$ cat src/rtl/slice_timer_pkg.sv
// Package: shared types and default widths for the time-slice timer.
// Assumes: consumers import it before use; no state lives here.
package slice_timer_pkg;
    localparam int DEF_CNT_W  = 16;
    localparam int DEF_TIME_W = 32;

    // Outcome of a load request after the privilege check.
    typedef enum logic [1:0] {
        LD_NONE   = 2'd0,
        LD_ACCEPT = 2'd1,
        LD_REJECT = 2'd2
    } ld_kind_e;
endpackage

$ cat src/rtl/st_priv_gate.sv
// Module: st_priv_gate
// Decides whether a load request is honoured (monitor mode) or rejected
// (user mode), and registers a one-cycle violation pulse for rejections.
// Assumes: mode_user is stable for the cycle in which load_req is sampled.
module st_priv_gate
    import slice_timer_pkg::*;
(
    input  logic clk,
    input  logic rst_n,
    input  logic load_req,
    input  logic mode_user,
    output logic ld_accept,
    output logic priv_err
);
    ld_kind_e ld_kind;

    // Classify the current load request.
    always_comb begin
        if (!load_req)     ld_kind = LD_NONE;
        else if (mode_user) ld_kind = LD_REJECT;
        else               ld_kind = LD_ACCEPT;
    end

    assign ld_accept = (ld_kind == LD_ACCEPT);

    // Register the violation pulse for one cycle per rejected request.
    always_ff @(posedge clk) begin
        if (!rst_n) priv_err <= 1'b0;
        else        priv_err <= (ld_kind == LD_REJECT);
    end


    err_follows_user_load_chk: assert property (@(posedge clk) disable iff (!rst_n)
        (load_req && mode_user) |=> priv_err);

    err_only_after_user_load_chk: assert property (@(posedge clk) disable iff (!rst_n)
        (!load_req || !mode_user) |=> !priv_err);
endmodule

$ cat src/rtl/st_down_counter.sv
// Module: st_down_counter
// Holds the countdown value and the armed flag. An accepted load sets the
// count and arms the timer; each tick decrements toward zero and saturates.
// Emits zero_event on the tick that expires an armed slice.
// Assumes: ld_accept already reflects the privilege check.
module st_down_counter #(
    parameter int CNT_W = 16
) (
    input  logic             clk,
    input  logic             rst_n,
    input  logic             ld_accept,
    input  logic [CNT_W-1:0] load_val,
    input  logic             tick,
    output logic [CNT_W-1:0] count,
    output logic             zero_event
);
    localparam logic [CNT_W-1:0] ONE = CNT_W'(1);

    logic armed;
    logic at_or_near_zero;

    // Flag a count that the next tick leaves at zero.
    assign at_or_near_zero = (count <= ONE);

    // An armed slice expires on the tick that leaves the count at zero.
    assign zero_event = tick && !ld_accept && armed && at_or_near_zero;

    // Load, decrement with saturation, and track whether a slice is pending.
    always_ff @(posedge clk) begin
        if (!rst_n) begin
            count <= '0;
            armed <= 1'b0;
        end else if (ld_accept) begin
            count <= load_val;
            armed <= 1'b1;
        end else if (tick) begin
            if (count != '0) count <= count - ONE;
            if (zero_event)  armed <= 1'b0;
        end
    end


    dec_by_one_chk: assert property (@(posedge clk) disable iff (!rst_n)
        (tick && !ld_accept && count != '0) |=> (count == $past(count) - ONE));

    zero_holds_chk: assert property (@(posedge clk) disable iff (!rst_n)
        (!ld_accept && count == '0) |=> (count == '0));

    idle_holds_chk: assert property (@(posedge clk) disable iff (!rst_n)
        (!tick && !ld_accept) |=> $stable(count));

    load_applies_chk: assert property (@(posedge clk) disable iff (!rst_n)
        ld_accept |=> (count == $past(load_val)));
endmodule

$ cat src/rtl/st_irq_hold.sv
// Module: st_irq_hold
// Holds the level interrupt request. It is set by an expiry event and
// cleared by an acknowledge or by an accepted reload; a set wins over an
// acknowledge in the same cycle.
// Assumes: set_ev and ld_accept are never high together.
module st_irq_hold (
    input  logic clk,
    input  logic rst_n,
    input  logic set_ev,
    input  logic ld_accept,
    input  logic ack,
    output logic irq
);
    // Set has priority; ack or reload clears.
    always_ff @(posedge clk) begin
        if (!rst_n)                irq <= 1'b0;
        else if (set_ev)           irq <= 1'b1;
        else if (ld_accept || ack) irq <= 1'b0;
    end


    irq_sticky_chk: assert property (@(posedge clk) disable iff (!rst_n)
        (irq && !ack && !ld_accept) |=> irq);

    irq_rise_cause_chk: assert property (@(posedge clk) disable iff (!rst_n)
        (!irq && !set_ev) |=> !irq);

    reload_clears_chk: assert property (@(posedge clk) disable iff (!rst_n)
        ld_accept |=> !irq);
endmodule

$ cat src/rtl/st_elapsed.sv
// Module: st_elapsed
// Free-running elapsed-tick counter used as a time base. Advances on every
// tick with no dependence on mode or loads; wraps at its width.
// Assumes: nothing beyond a clean tick input.
module st_elapsed #(
    parameter int TIME_W = 32
) (
    input  logic              clk,
    input  logic              rst_n,
    input  logic              tick,
    output logic [TIME_W-1:0] elapsed
);
    // Count ticks.
    always_ff @(posedge clk) begin
        if (!rst_n)    elapsed <= '0;
        else if (tick) elapsed <= elapsed + TIME_W'(1);
    end


    tick_advances_chk: assert property (@(posedge clk) disable iff (!rst_n)
        tick |=> (elapsed == $past(elapsed) + TIME_W'(1)));

    no_tick_stable_chk: assert property (@(posedge clk) disable iff (!rst_n)
        !tick |=> $stable(elapsed));
endmodule

$ cat src/rtl/slice_timer.sv
// Module: slice_timer (top)
// Privileged time-slice countdown timer: a monitor-mode-only load, a
// saturating down counter with an expiry interrupt, and an elapsed-tick
// time base.
// Assumes: all inputs are synchronous to clk; reset is synchronous, active low.
module slice_timer
    import slice_timer_pkg::*;
#(
    parameter int CNT_W  = DEF_CNT_W,
    parameter int TIME_W = DEF_TIME_W
) (
    input  logic              clk,
    input  logic              rst_n,
    input  logic              tick_en,
    input  logic              mode_user,
    input  logic              load_req,
    input  logic [CNT_W-1:0]  load_val,
    input  logic              irq_ack,
    output logic [CNT_W-1:0]  count_o,
    output logic              irq_o,
    output logic              priv_err_o,
    output logic [TIME_W-1:0] elapsed_o
);
    logic ld_accept;
    logic zero_event;

    st_priv_gate u_gate (
        .clk       (clk),
        .rst_n     (rst_n),
        .load_req  (load_req),
        .mode_user (mode_user),
        .ld_accept (ld_accept),
        .priv_err  (priv_err_o)
    );

    st_down_counter #(.CNT_W(CNT_W)) u_cnt (
        .clk        (clk),
        .rst_n      (rst_n),
        .ld_accept  (ld_accept),
        .load_val   (load_val),
        .tick       (tick_en),
        .count      (count_o),
        .zero_event (zero_event)
    );

    st_irq_hold u_irq (
        .clk       (clk),
        .rst_n     (rst_n),
        .set_ev    (zero_event),
        .ld_accept (ld_accept),
        .ack       (irq_ack),
        .irq       (irq_o)
    );

    st_elapsed #(.TIME_W(TIME_W)) u_time (
        .clk     (clk),
        .rst_n   (rst_n),
        .tick    (tick_en),
        .elapsed (elapsed_o)
    );


    user_load_keeps_count_chk: assert property (@(posedge clk) disable iff (!rst_n)
        (load_req && mode_user && !tick_en) |=> $stable(count_o));

    no_wrap_chk: assert property (@(posedge clk) disable iff (!rst_n)
        (count_o == '0 && !(load_req && !mode_user)) |=> (count_o != {CNT_W{1'b1}} || $past(count_o) != '0));
endmodule

$ cat config.mk
export PLATFORM = sky130hd
export DESIGN_NAME = slice_timer
export DESIGN_NICKNAME = d
export VERILOG_FILES = /design/src/rtl/slice_timer_pkg.sv /design/src/rtl/st_priv_gate.sv /design/src/rtl/st_down_counter.sv /design/src/rtl/st_irq_hold.sv /design/src/rtl/st_elapsed.sv /design/src/rtl/slice_timer.sv
export SDC_FILE = /design/constraint.sdc
export NUM_CORES = 1
export LEC_CHECK = 0
export CAP_MARGIN = 20
export CORE_UTILIZATION = 35
export DETAILED_ROUTE_END_ITERATION = 8
export DONT_BUFFER_PORTS = 1
export PLACE_DENSITY_LB_ADDON = 0.15
export SLEW_MARGIN = 15
export SYNTH_ARGS = -nofsm -noshare
export SYNTH_HDL_FRONTEND = slang
export SYNTH_SLANG_ARGS = --single-unit
$ cat constraint.sdc
create_clock -name clk -period 4.4 [get_ports clk]
set_input_delay 0 -clock clk [delete_from_list [all_inputs] [get_ports clk]]
set_output_delay 0 -clock clk [all_outputs]
set_load 0.05 [all_outputs]
# Yosys cells after proc, flatten, opt, wreduce, memory -nomap -nowiden
# Index checks and enable logic that the tools add are counted.
# Widths: inputs -> output; s select.
# totals
reg_bits,51
input_bits,22
word_cells,32
# classes
order_cmp,1
eq_ne,2
add_sub_neg,2
reduce_logical,12
n_mux,10
# op_table
op,n
$mux 16,3
$add 32x1->32 const B,1
$le 16x1->1 const B,1
$reduce_bool 16->1,1
$sub 16x1->16 const B,1
$reduce_bool 2->1,4
$mux 1,5
$mux 2,2
$reduce_and 2->1,2
$logic_and 1x1->1,3
$eq 2x1->1 const B,1
$eq 2x2->1 const B,1
$logic_not 1->1,1
$logic_or 1x1->1,1

# Depth between registers and ports, before layout
# Gate-level depths: netlist of run 1.
# logic_depth
word_depth,10
ltp_mapped,8
depth_no_buf,7

# Hierarchy
# From an unflattened synthesis of run 1, not the netlist that was laid out.
# unflattened
hier_cells,310
hier_area_um2,2723.9
# by_module_without_submodules
module,seq_area_each_um2,instances,area_per_inst_um2,cells_each
st_elapsed,640.6,1,1562.7,176
st_down_counter,340.3,1,1084.8,128
st_irq_hold,20.0,1,40.0,3
st_priv_gate,20.0,1,36.3,3

# Least setup slack after synthesis of run 1
# OpenSTA, ideal clock, no wires.
# synth_path
path_type,register to register
startpoint,reg u_time.elapsed[0]
endpoint,reg u_time.elapsed[30]
synth_period_minus_slack_ns,2.323
slack_ns,2.077
path_buffers,1
t_arrival_ns,2.208
required_ns,4.285
path_stages_with_launch,8
path_cell_list,dfxtp_1 -> ha_1 -> buf_2 -> inv_1 -> or4_1 -> nor4_1 -> xnor2_1 -> and2_1
# synth_via
elab_chain_len,1
# synth_rtl
item,line_no,text
from (decl),st_elapsed.sv:11,output logic [TIME_W-1:0] elapsed
from (signal assigned),st_elapsed.sv:16,else if (tick) elapsed <= elapsed + TIME_W'(1);
$add 32x1->32,st_elapsed.sv:16,
# No other way between the ends.
# A chain may end at the register's enable or synchronous reset.

# Worst setup path after layout of run 1
# layout_path
startpoint,reg u_cnt.count[8]
endpoint,reg u_cnt.count[0]
# layout_via
elab_chain_len,3
# layout_rtl
item,line_no,text
from (decl),st_down_counter.sv:14,"output logic [CNT_W-1:0] count,"
from (signal assigned),st_down_counter.sv:34,count <= load_val;
from (signal assigned),st_down_counter.sv:37,if (count != '0) count <= count - ONE;
$reduce_bool 16->1,st_down_counter.sv:37,
$reduce_bool 2->1 (no source line),-,
$reduce_and 2->1 (no source line),-,
# No other way between the ends.

==> results of run 1 <==
Yosys cell counts (2+ instances only):
master,number
and4_1,4
buf_2,2
clkbuf_1,14
and3_1,4
nand3_1,16
nand4_1,11
nor4_1,11
buf_6,3
o31ai_1,7
nor3_2,2
xnor2_1,12
a21o_2,5
a21oi_2,5
a21oi_1,20
o211ai_1,8
inv_1,8
nand2_1,22
a21boi_0,2
xor2_1,12
nor2_1,46
or3_1,9
ha_1,4
nor3_1,11
dfxtp_1,51
a211oi_1,2
o21ai_1,5
o32ai_1,2
o21ai_0,8
or4_1,4
metrics by stage:
stage | utilization | cell area, sq um
after detailed placement | 0.3683 | 2714
after global placement | 0.3683 | 2714
after floorplan | - | 2720
after CTS | 0.4078 | 3005
after global routing | 0.4078 | 3005
final | 0.4078 | 3005
area by class of cell:
| cell class | instances | area [sq um] | share of cell area |
|---|---|---|---|
| Clock inverter | 1 | 5.005 | 0.001665 |
| Clock buffer | 7 | 76.32 | 0.02540 |
| Multi-Input combinational cell | 248 | 1535 | 0.5108 |
| Timing Repair Buffer | 21 | 210.2 | 0.06994 |
| Inverter | 9 | 33.78 | 0.01124 |
| Sequential cell | 51 | 1021 | 0.3397 |
| Tap cell | 99 | 123.9 | 0.04122 |
registers in the layout, summed over array words and instances, names as in the netlist:
name	cells
u_irq.irq	1
u_gate.priv_err	1
u_cnt.armed	1
u_time.elapsed	32
u_cnt.count	16
critical path, stage by stage (launching register included):
cell and delay [ns]:
dfxtp_1 0.55, or4_1 0.71, nor4_2 0.38, a31o_4 0.48, nor3_2 0.06, o21a_1 0.21
dlygate4sd3_1 0.56
placed cells by master (no fill, tap or decap), types with 2 or more instances in the layout:
master and instances:
ha_1 4, nand2_1 22, nand4_1 11, nor3_2 2, nor4_1 11, and4_1 4, xnor2_1 12, a21boi_0 2
xor2_1 12, inv_1 8, or4_1 4, clkbuf_1 2, a21oi_2 5, dfxtp_1 51, o211ai_1 8, or3_1 9
o31ai_1 7, nand3_1 16, nor2_1 46, o32ai_1 2, o21ai_1 5, a21oi_1 20, dlygate4sd3_1 21, a21o_2 5
o21ai_0 8, a211oi_1 2, and3_1 4, nor3_1 11, clkbuf_8 5
per-layer routing:
metal | up-vias | GRT usage
li1 | 1200 | -
met4 | 0 | 0.04839
met2 | 50 | 0.2684
met5 | - | 0
met1 | 1166 | 0.2366
met3 | 6 | 0.04569
power by group:
group	internal, uW	switching (uW)	total (uW)
sequential	500	191	692
combinational	150	218	367
clock	112	155	267
worst min path at each step:
stage / to / startpoint / slack [ns]
after floorplan: u_gate.priv_err / load_req / 0.15
after global placement: u_cnt.count[0] / rst_n / 0.12
after detailed placement: u_cnt.count[0] / rst_n / 0.12
after CTS: u_time.elapsed[5] / tick_en / 0.04
after global routing: u_time.elapsed[5] / tick_en / 0.06
final: u_time.elapsed[5] / tick_en / 0.07
kinds of logic (layout without fill, tap and decap cells):
logic type	Yosys count	in the layout	synth area share
simple gates	151	151	0.2944
flops	51	51	0.3753
buf+inv	31	38	0.06302
mux	1	1	0.003680
fa+ha+maj	4	4	0.01840
xor+xnor	24	24	0.07728
compound gates	68	68	0.1679
what timing repair did:
action / 4_1_cts / 5_1_grt
setup endpoints to repair: 0 / 0
hold endpoints to repair: 26 / 0
hold buffers: 21 / 0
==> out/results.ini, run 1 <==
[outcome]
outcome = finished clean

[routing]
first_pass_iters = 4
wl_per_cell_um = 15.50
routedLengthMet1_um = 3399
routed_wirelength_um = 6759
drc = 0
drt_iter0_drc = 119
antenna_left = 0
wl_met2_um = 2955
dr_wl_met3_um = 337
viasPerCell = 5.555
top_layer = met4
num_vias = 2422

[clock_network]
clock_sinks = 51
cts_tree = yes
cts_buffers = 5
cts-htree-levels = 2
ctsRootBufferMaster = clkbuf_8
cts-resized-gates = 0
clock_latency_ns = 0.31
max-clock-path-buffers = 2
path_clk_slew_ns = 0.10
cts_setup_buffers = 0

[setup_path]
crit_start = u_cnt.count[8]
crit_end = u_cnt.count[0]
required_ns = 4.60
cp-end-kind = flip-flop
r2r_start = u_cnt.count[8]
cp_max_fo = 32
critPathLaunchType = flip-flop
r2r_slack_ns = 1.34
worst_r2r_path_depth = 6
path_class = reg2reg
crit_arrival_ns = 3.26
reg2reg_to = u_cnt.count[0]

[cells_and_area]
antenna_cells = 0
syn_to_final_growth_pct = 10.49
fin_nets = 362
layout-drive-gt1-share = 0.08012
fill_cells = 799
final_cells = 436

[sta]
rsz0062_at_grt = no
max_freq_mhz = 326.7
setup_viol = 0
hold_violations = 0
finalMaxSlewViolations = 0
worst_pin_slew_ns = 0.9274
setup_tns_ns = 0
finalCriticalPeriod_ns = 3.061
max_slew_margin = 0.3804
finalCritPeriodShare = 0.6957
fin_hold_ws_ns = 0.06768
skew_ns = 0.01395
timing.final.ws_setup_ns = 1.339

[synth]
synth_seq_area_share = 0.3753
synth_area_leaders = dfxtp_1 (38%), nor2_1 (6.3%), xnor2_1 (3.9%)
netlist_area_sq_um = 2720
synth_top_cell_area_share = 0.3753
syn_inst = 330
synth_area_per_cell_sq_um = 8.243
yosysUniqueCellTypes = 49
yosysTopAreaCell = dfxtp_1
ys_warn_count = 0
syn-num-nets = 356
synth_edf_count = 0
yosys_most_used_dff = dfxtp_1
synth-seq-cells = 51
async_reset_ff_frac = 0

[job]
drv_cap = 0

[floorplanning]
die_h_um = 90.16
core_sq_um = 7370
die_x_um = 90.16
core.rowCount = 31
initial_core_util = 0.3691
io_pins = 72
dieArea_sq_um = 8128

[grt]
antenna_found_initial = 0
grt_max_degree = 46
grt_pass1_vias = 2255
grt_usage = 0.1734
grt-ovfl-total = 0
grt_pass1_wl_um = 11610

[placed_design]
dp_cells = 407
post-dp-hpwl_um = 4583
port_buffers = 0
place_congestion = 0.7549
pre_cts_slack_ns = 1.832

[worst_hold_path]
hold_path.class = in2reg
hold_depth = 3

[pwr]
power_density_nw_per_um2 = 441.2
power_uw = 1326
p_leak_uw = 0.0009878
vdd_ir_drop_max_v = 0.0002612

Power figures use the tool's default switching activity.
==> run 2: changes to the inputs <==
clock period = 2.8 ns   (was 4.4 ns; I/O delays follow)
==> run 2 against run 1 <==
Utilization grew 3.9 points. First-iteration DRC count grew 26%. Clock power grew 59%. Combinational power grew 130%. Critical path depth is the same. Final cell count grew 8.7%. Worst hold slack lost 0.053 ns. Register-to-register slack lost 1.2 ns. Sequential power grew 35%. Clock-buffer cell count is the same. Routed wire length grew 6.5%. Largest power group unchanged. Highest routed layer unchanged.
==> out/results.ini, run 2 (synthesis gave the netlist of run 1 again) <==
[clock_network]
path_clk_slew_ns = 0.09  ; about the same
max-clock-path-buffers = 2  ; unchanged
cts_setup_buffers = 0  ; unchanged
ctsRootBufferMaster = clkbuf_8
cts_buffers = 5  ; unchanged
clock_latency_ns = 0.30  ; about the same
cts-htree-levels = 2  ; unchanged
clock_sinks = 51  ; unchanged
cts_tree = yes

[setup_path]
critPathLaunchType = flip-flop
path_class = reg2reg
cp_max_fo = 16  ; -50%
crit_arrival_ns = 2.87  ; -0.39 ns
cp-end-kind = flip-flop
required_ns = 2.99  ; -1.61 ns

[cells_and_area]
fin_nets = 400  ; +10%
largest_register_ffs = 32  ; unchanged
top_regs = u_time.elapsed x32, u_cnt.count x16
regArea_sq_um = 1021  ; unchanged
top_register = u_time.elapsed
fill_cells = 788  ; -1.4%
layout_common_cells = dfxtp_1 (51), nor2_1 (46), buf_4 (37), nand2_1 (22), dlygate4sd3_1 (21)
syn_to_final_growth_pct = 21.16
final_common_cell = dfxtp_1
antenna_cells = 0  ; unchanged
multi_input_area_sq_um = 1548  ; +0.81%
layout-drive-gt1-share = 0.1760  ; +0.09588

[floorplanning]
io_pins = 72  ; unchanged
die_x_um = 90.16  ; unchanged
dieArea_sq_um = 8128  ; unchanged
core_sq_um = 7370  ; unchanged
initial_core_util = 0.3691  ; unchanged
core.rowCount = 31  ; unchanged
die_h_um = 90.16  ; unchanged

[pwr]
power_uw = 2194  ; +65%
power_density_nw_per_um2 = 665.8  ; +51%
p_leak_uw = 0.001190  ; +20%
vdd_ir_drop_max_v = 0.0004100  ; +57%

[grt]
grt_pass1_vias = 2389  ; +5.9%
grt_pass1_wl_um = 11710  ; +0.90%
grt_max_degree = 46  ; unchanged
use_met1 = 0.2371  ; +0.0004922
grtUsageMet2 = 0.2780  ; +0.009542
grt_usage = 0.1764  ; +0.002993
grt-ovfl-total = 0  ; unchanged
use_met3 = 0.04907  ; +0.003384
antenna_found_initial = 0  ; unchanged
grt-busiest-layer = met2

[routing]
num_vias = 2512  ; +3.7%
antenna_left = 0  ; unchanged
routed_wirelength_um = 7197  ; +6.5%
drc = 0  ; unchanged
viasPerCell = 5.300  ; -4.6%
wl_per_cell_um = 15.18  ; -2.1%
drt_iter0_drc = 150  ; +26%
first_pass_iters = 4  ; unchanged

[sta]
rsz0062_at_grt = no
max_freq_mhz = 373.6  ; +14%
setup_viol = 0  ; unchanged
finalMaxSlewViolations = 0  ; unchanged
finalCriticalPeriod_ns = 2.677  ; -0.3843 ns
max_slew_margin = 0.4083  ; +0.02790
hold_violations = 0  ; unchanged
worst_pin_slew_ns = 0.8862  ; -0.04117 ns
skew_ns = 0.004056  ; -0.009892 ns
setup_tns_ns = 0  ; unchanged
finalCritPeriodShare = 0.9560  ; +0.2603

[job]
drv_cap = 0  ; unchanged

[outcome]
outcome = finished clean

[worst_hold_path]
hold_path.class = in2reg

[placed_design]
post-dp-hpwl_um = 4830  ; +5.4%
place_congestion = 0.7717  ; +2.2%
port_buffers = 0  ; unchanged

## run 2: changes by cell type in the layout (fill, tap and decap cells not counted), sizes merged
| cell | previous run | this run |
|---|---|---|
| a31o | 1 | 2 |
| buf | 0 | 37 |
## run 2: final cells by class
class,count,area share
Sequential cell,51,0.3098
Clock inverter,1,0.001519
Timing Repair Buffer,58,0.1481
Multi-Input combinational cell,249,0.4696
Clock buffer,7,0.02316
Inverter,9,0.01025
Tap cell,99,0.03759
## run 2: worst max-delay path, cell delays in order (launching register included)
cell and delay (ns):
dfxtp_1 0.50, or4_1 0.58, nor4_2 0.35, a31o_4 0.36
nor3_2 0.06, o21a_1 0.18, dlygate4sd3_1 0.54
## run 2: path summary, 6_finish.rpt
kind                    from              to  slack (ns)  depth (start not counted)
max          u_cnt.count[11]  u_cnt.count[0]        0.12                          6
min                mode_user     u_cnt.armed        0.01                          3
max reg2reg  u_cnt.count[11]  u_cnt.count[0]        0.12                          6
min reg2reg      u_cnt.armed     u_cnt.armed        0.51                          2
## run 2: what timing repair did
action | 4_1_cts | 5_1_grt
hold buffers | 21 | 0
hold endpoints to repair | 26 | 0
gates resized for setup | 0 | 1
setup endpoints to repair | 0 | 1
## run 2: power by group
part           leakage, uW  switching [uW]  internal, uW  total (uW)
Clock            0.0000422             247           176         424
Combinational     0.000733             530           307         838
Sequential        0.000414             145           787         932
## run 2: metal layers
| layer | vias to the layer above | part of all wire |
|---|---|---|
| li1 | 1273 | - |
| met5 | - | 0 |
| met4 | 0 | 0.0096 |
| met1 | 1174 | 0.47 |
| met2 | 58 | 0.46 |
| met3 | 7 | 0.059 |
## run 2: through the flow
step / instances / util / instance area, sq um / setup slack [ns] / hold slack [ns]
floorplan: 330 / - / 2720 / 0.4774 / 0.1459
global placement: 444 / 0.4059 / 2992 / 0.5466 / 0.1211
detailed placement: 444 / 0.4059 / 2992 / 0.5275 / 0.1237
CTS: 473 / 0.4455 / 3283 / 0.01503 / 0.005011
global route: 474 / 0.4472 / 3296 / 0.01171 / 0.01311
finish: 474 / 0.4472 / 3296 / 0.1231 / 0.01443
==> run 3: changes to the inputs <==
CORE_UTILIZATION = 40   (was 35)
GPL_TIMING_DRIVEN = 0   (was default)
SLEW_MARGIN = default   (was 15)
==> run 3 against run 2 <==
The run now ends with design-rule violations left. Setup slack improved by 0.074 ns. Largest cell class unchanged. Utilization is 3.4 points higher. Largest power group unchanged. Cell area down 5.7%. Via count decreased by 0.36%. Critical path depth is 2 higher. Final cell count down 8.4%. Worst hold slack lost 0.0017 ns. Clock-buffer cell count up 1.
==> out/results.ini, run 3 (synthesis gave the netlist of run 1 again) <==
[routing]
wl_per_cell_um = 16.37  ; +7.8%
viasPerCell = 5.767  ; +8.8%
num_vias = 2503  ; -0.36%
drc = 5  ; +5
first_pass_iters = 6  ; +2
drt_iter0_drc = 131  ; -13%
routed_wirelength_um = 7104  ; -1.3%
antenna_left = 0  ; unchanged

[cells_and_area]
final_common_cell = dfxtp_1
antenna_cells = 0  ; unchanged
top_regs = u_time.elapsed x32, u_cnt.count x16
syn_to_final_growth_pct = 14.21
layout-drive-gt1-share = 0.09804  ; -0.07796
fin_nets = 382  ; -4.5%
fill_cells = 647  ; -18%
layout_common_cells = dfxtp_1 (51), nor2_1 (46), nand2_1 (22), a21oi_1 (20), dlygate4sd3_1 (19)
multi_input_area_sq_um = 1528  ; -1.3%
largest_register_ffs = 32  ; unchanged
final_cells = 434  ; -8.4%
top_register = u_time.elapsed
regArea_sq_um = 1021  ; unchanged

[clock_network]
cts-resized-gates = 0  ; unchanged
cts_buffers = 5  ; unchanged
ctsRootBufferMaster = clkbuf_8
clock_latency_ns = 0.30  ; about the same
cts-htree-levels = 2  ; unchanged
cts_setup_buffers = 0  ; unchanged
cts_tree = yes
path_clk_slew_ns = 0.10  ; about the same
clock_sinks = 51  ; unchanged
max-clock-path-buffers = 2  ; unchanged

[placed_design]
dp_cells = 407  ; -8.3%
place_congestion = 0.8258  ; +7.0%
post-dp-hpwl_um = 5012  ; +3.8%
port_buffers = 0  ; unchanged

[floorplanning]
core_sq_um = 6459  ; -12%
dieArea_sq_um = 7134  ; -12%
die_h_um = 84.47  ; -6.3%
die_x_um = 84.47  ; -6.3%
io_pins = 72  ; unchanged
initial_core_util = 0.4212  ; +0.05205
core.rowCount = 29  ; -6.5%

[setup_path]
slowest_delay_ns = 0.52  ; -0.06 ns
required_ns = 3.05  ; +0.06 ns
crit_chain = inv_1 > ha_1 > or3b_2 > clkbuf_1 > nor2_1 > nand3_1 > a21o_2 > a21oi_2
worst_r2r_path_depth = 8  ; +2
r2r_start = u_cnt.count[1]
path_class = reg2reg
reg2reg_to = u_cnt.count[10]
cp-end-kind = flip-flop
critPathLaunchType = flip-flop
cp_slowest_cell = dfxtp_1
crit_arrival_ns = 2.85  ; -0.02 ns
cp_max_fo = 7  ; -9
r2r_slack_ns = 0.20  ; +0.07 ns

[worst_hold_path]
hold_path.class = in2reg
min_to = u_time.elapsed[0]
holdCritStartpoint = tick_en
hold_depth = 3  ; unchanged

[outcome]
outcome = finished, violations left
violations = design-rule violations

[sta]
max_slew_margin = 0.5076  ; +0.09926
rsz0062_at_grt = no
hold_violations = 0  ; unchanged
worst_pin_slew_ns = 0.7376  ; -0.1486 ns
finalMaxSlewViolations = 0  ; unchanged
fin_hold_ws_ns = 0.01272  ; -0.001705 ns
skew_ns = 0.006464  ; +0.002408 ns
setup_tns_ns = 0  ; unchanged
finalCritPeriodShare = 0.9298  ; -0.02625
setup_viol = 0  ; unchanged
max_freq_mhz = 384.1  ; +2.8%
finalCriticalPeriod_ns = 2.603  ; -0.07350 ns

[pwr]
p_leak_uw = 0.001049  ; -12%
vdd_ir_drop_max_v = 0.0004384  ; +6.9%
power_density_nw_per_um2 = 718.0  ; +7.8%

[grt]
grt_pass1_wl_um = 11800  ; +0.77%
grt_usage = 0.2042  ; +0.02776
grt_max_degree = 15  ; -67%
grt-ovfl-total = 0  ; unchanged
antenna_found_initial = 0  ; unchanged
grt_pass1_vias = 2362  ; -1.1%

[job]
drv_cap = 0  ; unchanged

## run 3: metrics by stage
step           power [uW]  worst slack (ns)    util  instance area, sq um
6_report             2231            0.1966  0.4810                  3107
2_1_floorplan        1594            0.4774       -                  2720
4_1_cts              2239            0.2392  0.4810                  3107
3_5_place_dp         1735            0.2730  0.4361                  2816
5_1_grt              2365           0.06266  0.4810                  3107
3_3_place_gp         1728            0.2704  0.4361                  2816
## run 3: worst max-delay path by stage
stage,from,end,slack (ns),depth (start not counted)
floorplan,u_time.elapsed[0],u_time.elapsed[30],0.48,7
global placement,u_time.elapsed[0],u_time.elapsed[30],0.27,7
detailed placement,u_cnt.count[1],u_cnt.count[10],0.27,8
CTS,u_cnt.count[1],u_cnt.count[10],0.24,8
global route,u_cnt.count[1],u_cnt.count[12],0.06,8
finish,u_cnt.count[1],u_cnt.count[10],0.20,8
## run 3: final cells by class
| cell class | count | area share |
|---|---|---|
| buffer | 22 | 0.04430 |
| tap | 77 | 0.03101 |
| timing repair buffer | 19 | 0.06122 |
| sequential | 51 | 0.3286 |
| inverter | 9 | 0.01087 |
| clock buffer | 8 | 0.03222 |
| multi-input combinational | 248 | 0.4917 |
## run 3: timing repair
item,in CTS,in global routing
hold buffers,19,0
setup endpoints to repair,0,0
hold endpoints to repair,18,0
## run 3: power breakdown
group          switching, uW  internal, uW  leakage (uW)
clock                    254           227     0.0000515
combinational            376           286      0.000583
sequential               302           786      0.000414
total                    931          1300       0.00105
## run 3: critical path, delay by kind of cell, from the launching register on
family / cells / cell delay [ns]
buffers and inverters: 2 / 0.45
AO/OA/AOI/OAI: 2 / 0.35
adder cells (fa/ha/maj): 1 / 0.27
AND/OR/NAND/NOR: 3 / 0.95
flip-flops: 1 / 0.52
## run 3: per-layer routing
metal	routed length [um]	vias up	GRT usage
li1	-	1235	-
met1	3505	1199	0.2889
met2	3167	67	0.3063
met3	395	2	0.04621
met4	36	0	0.06934
met5	0	-	0
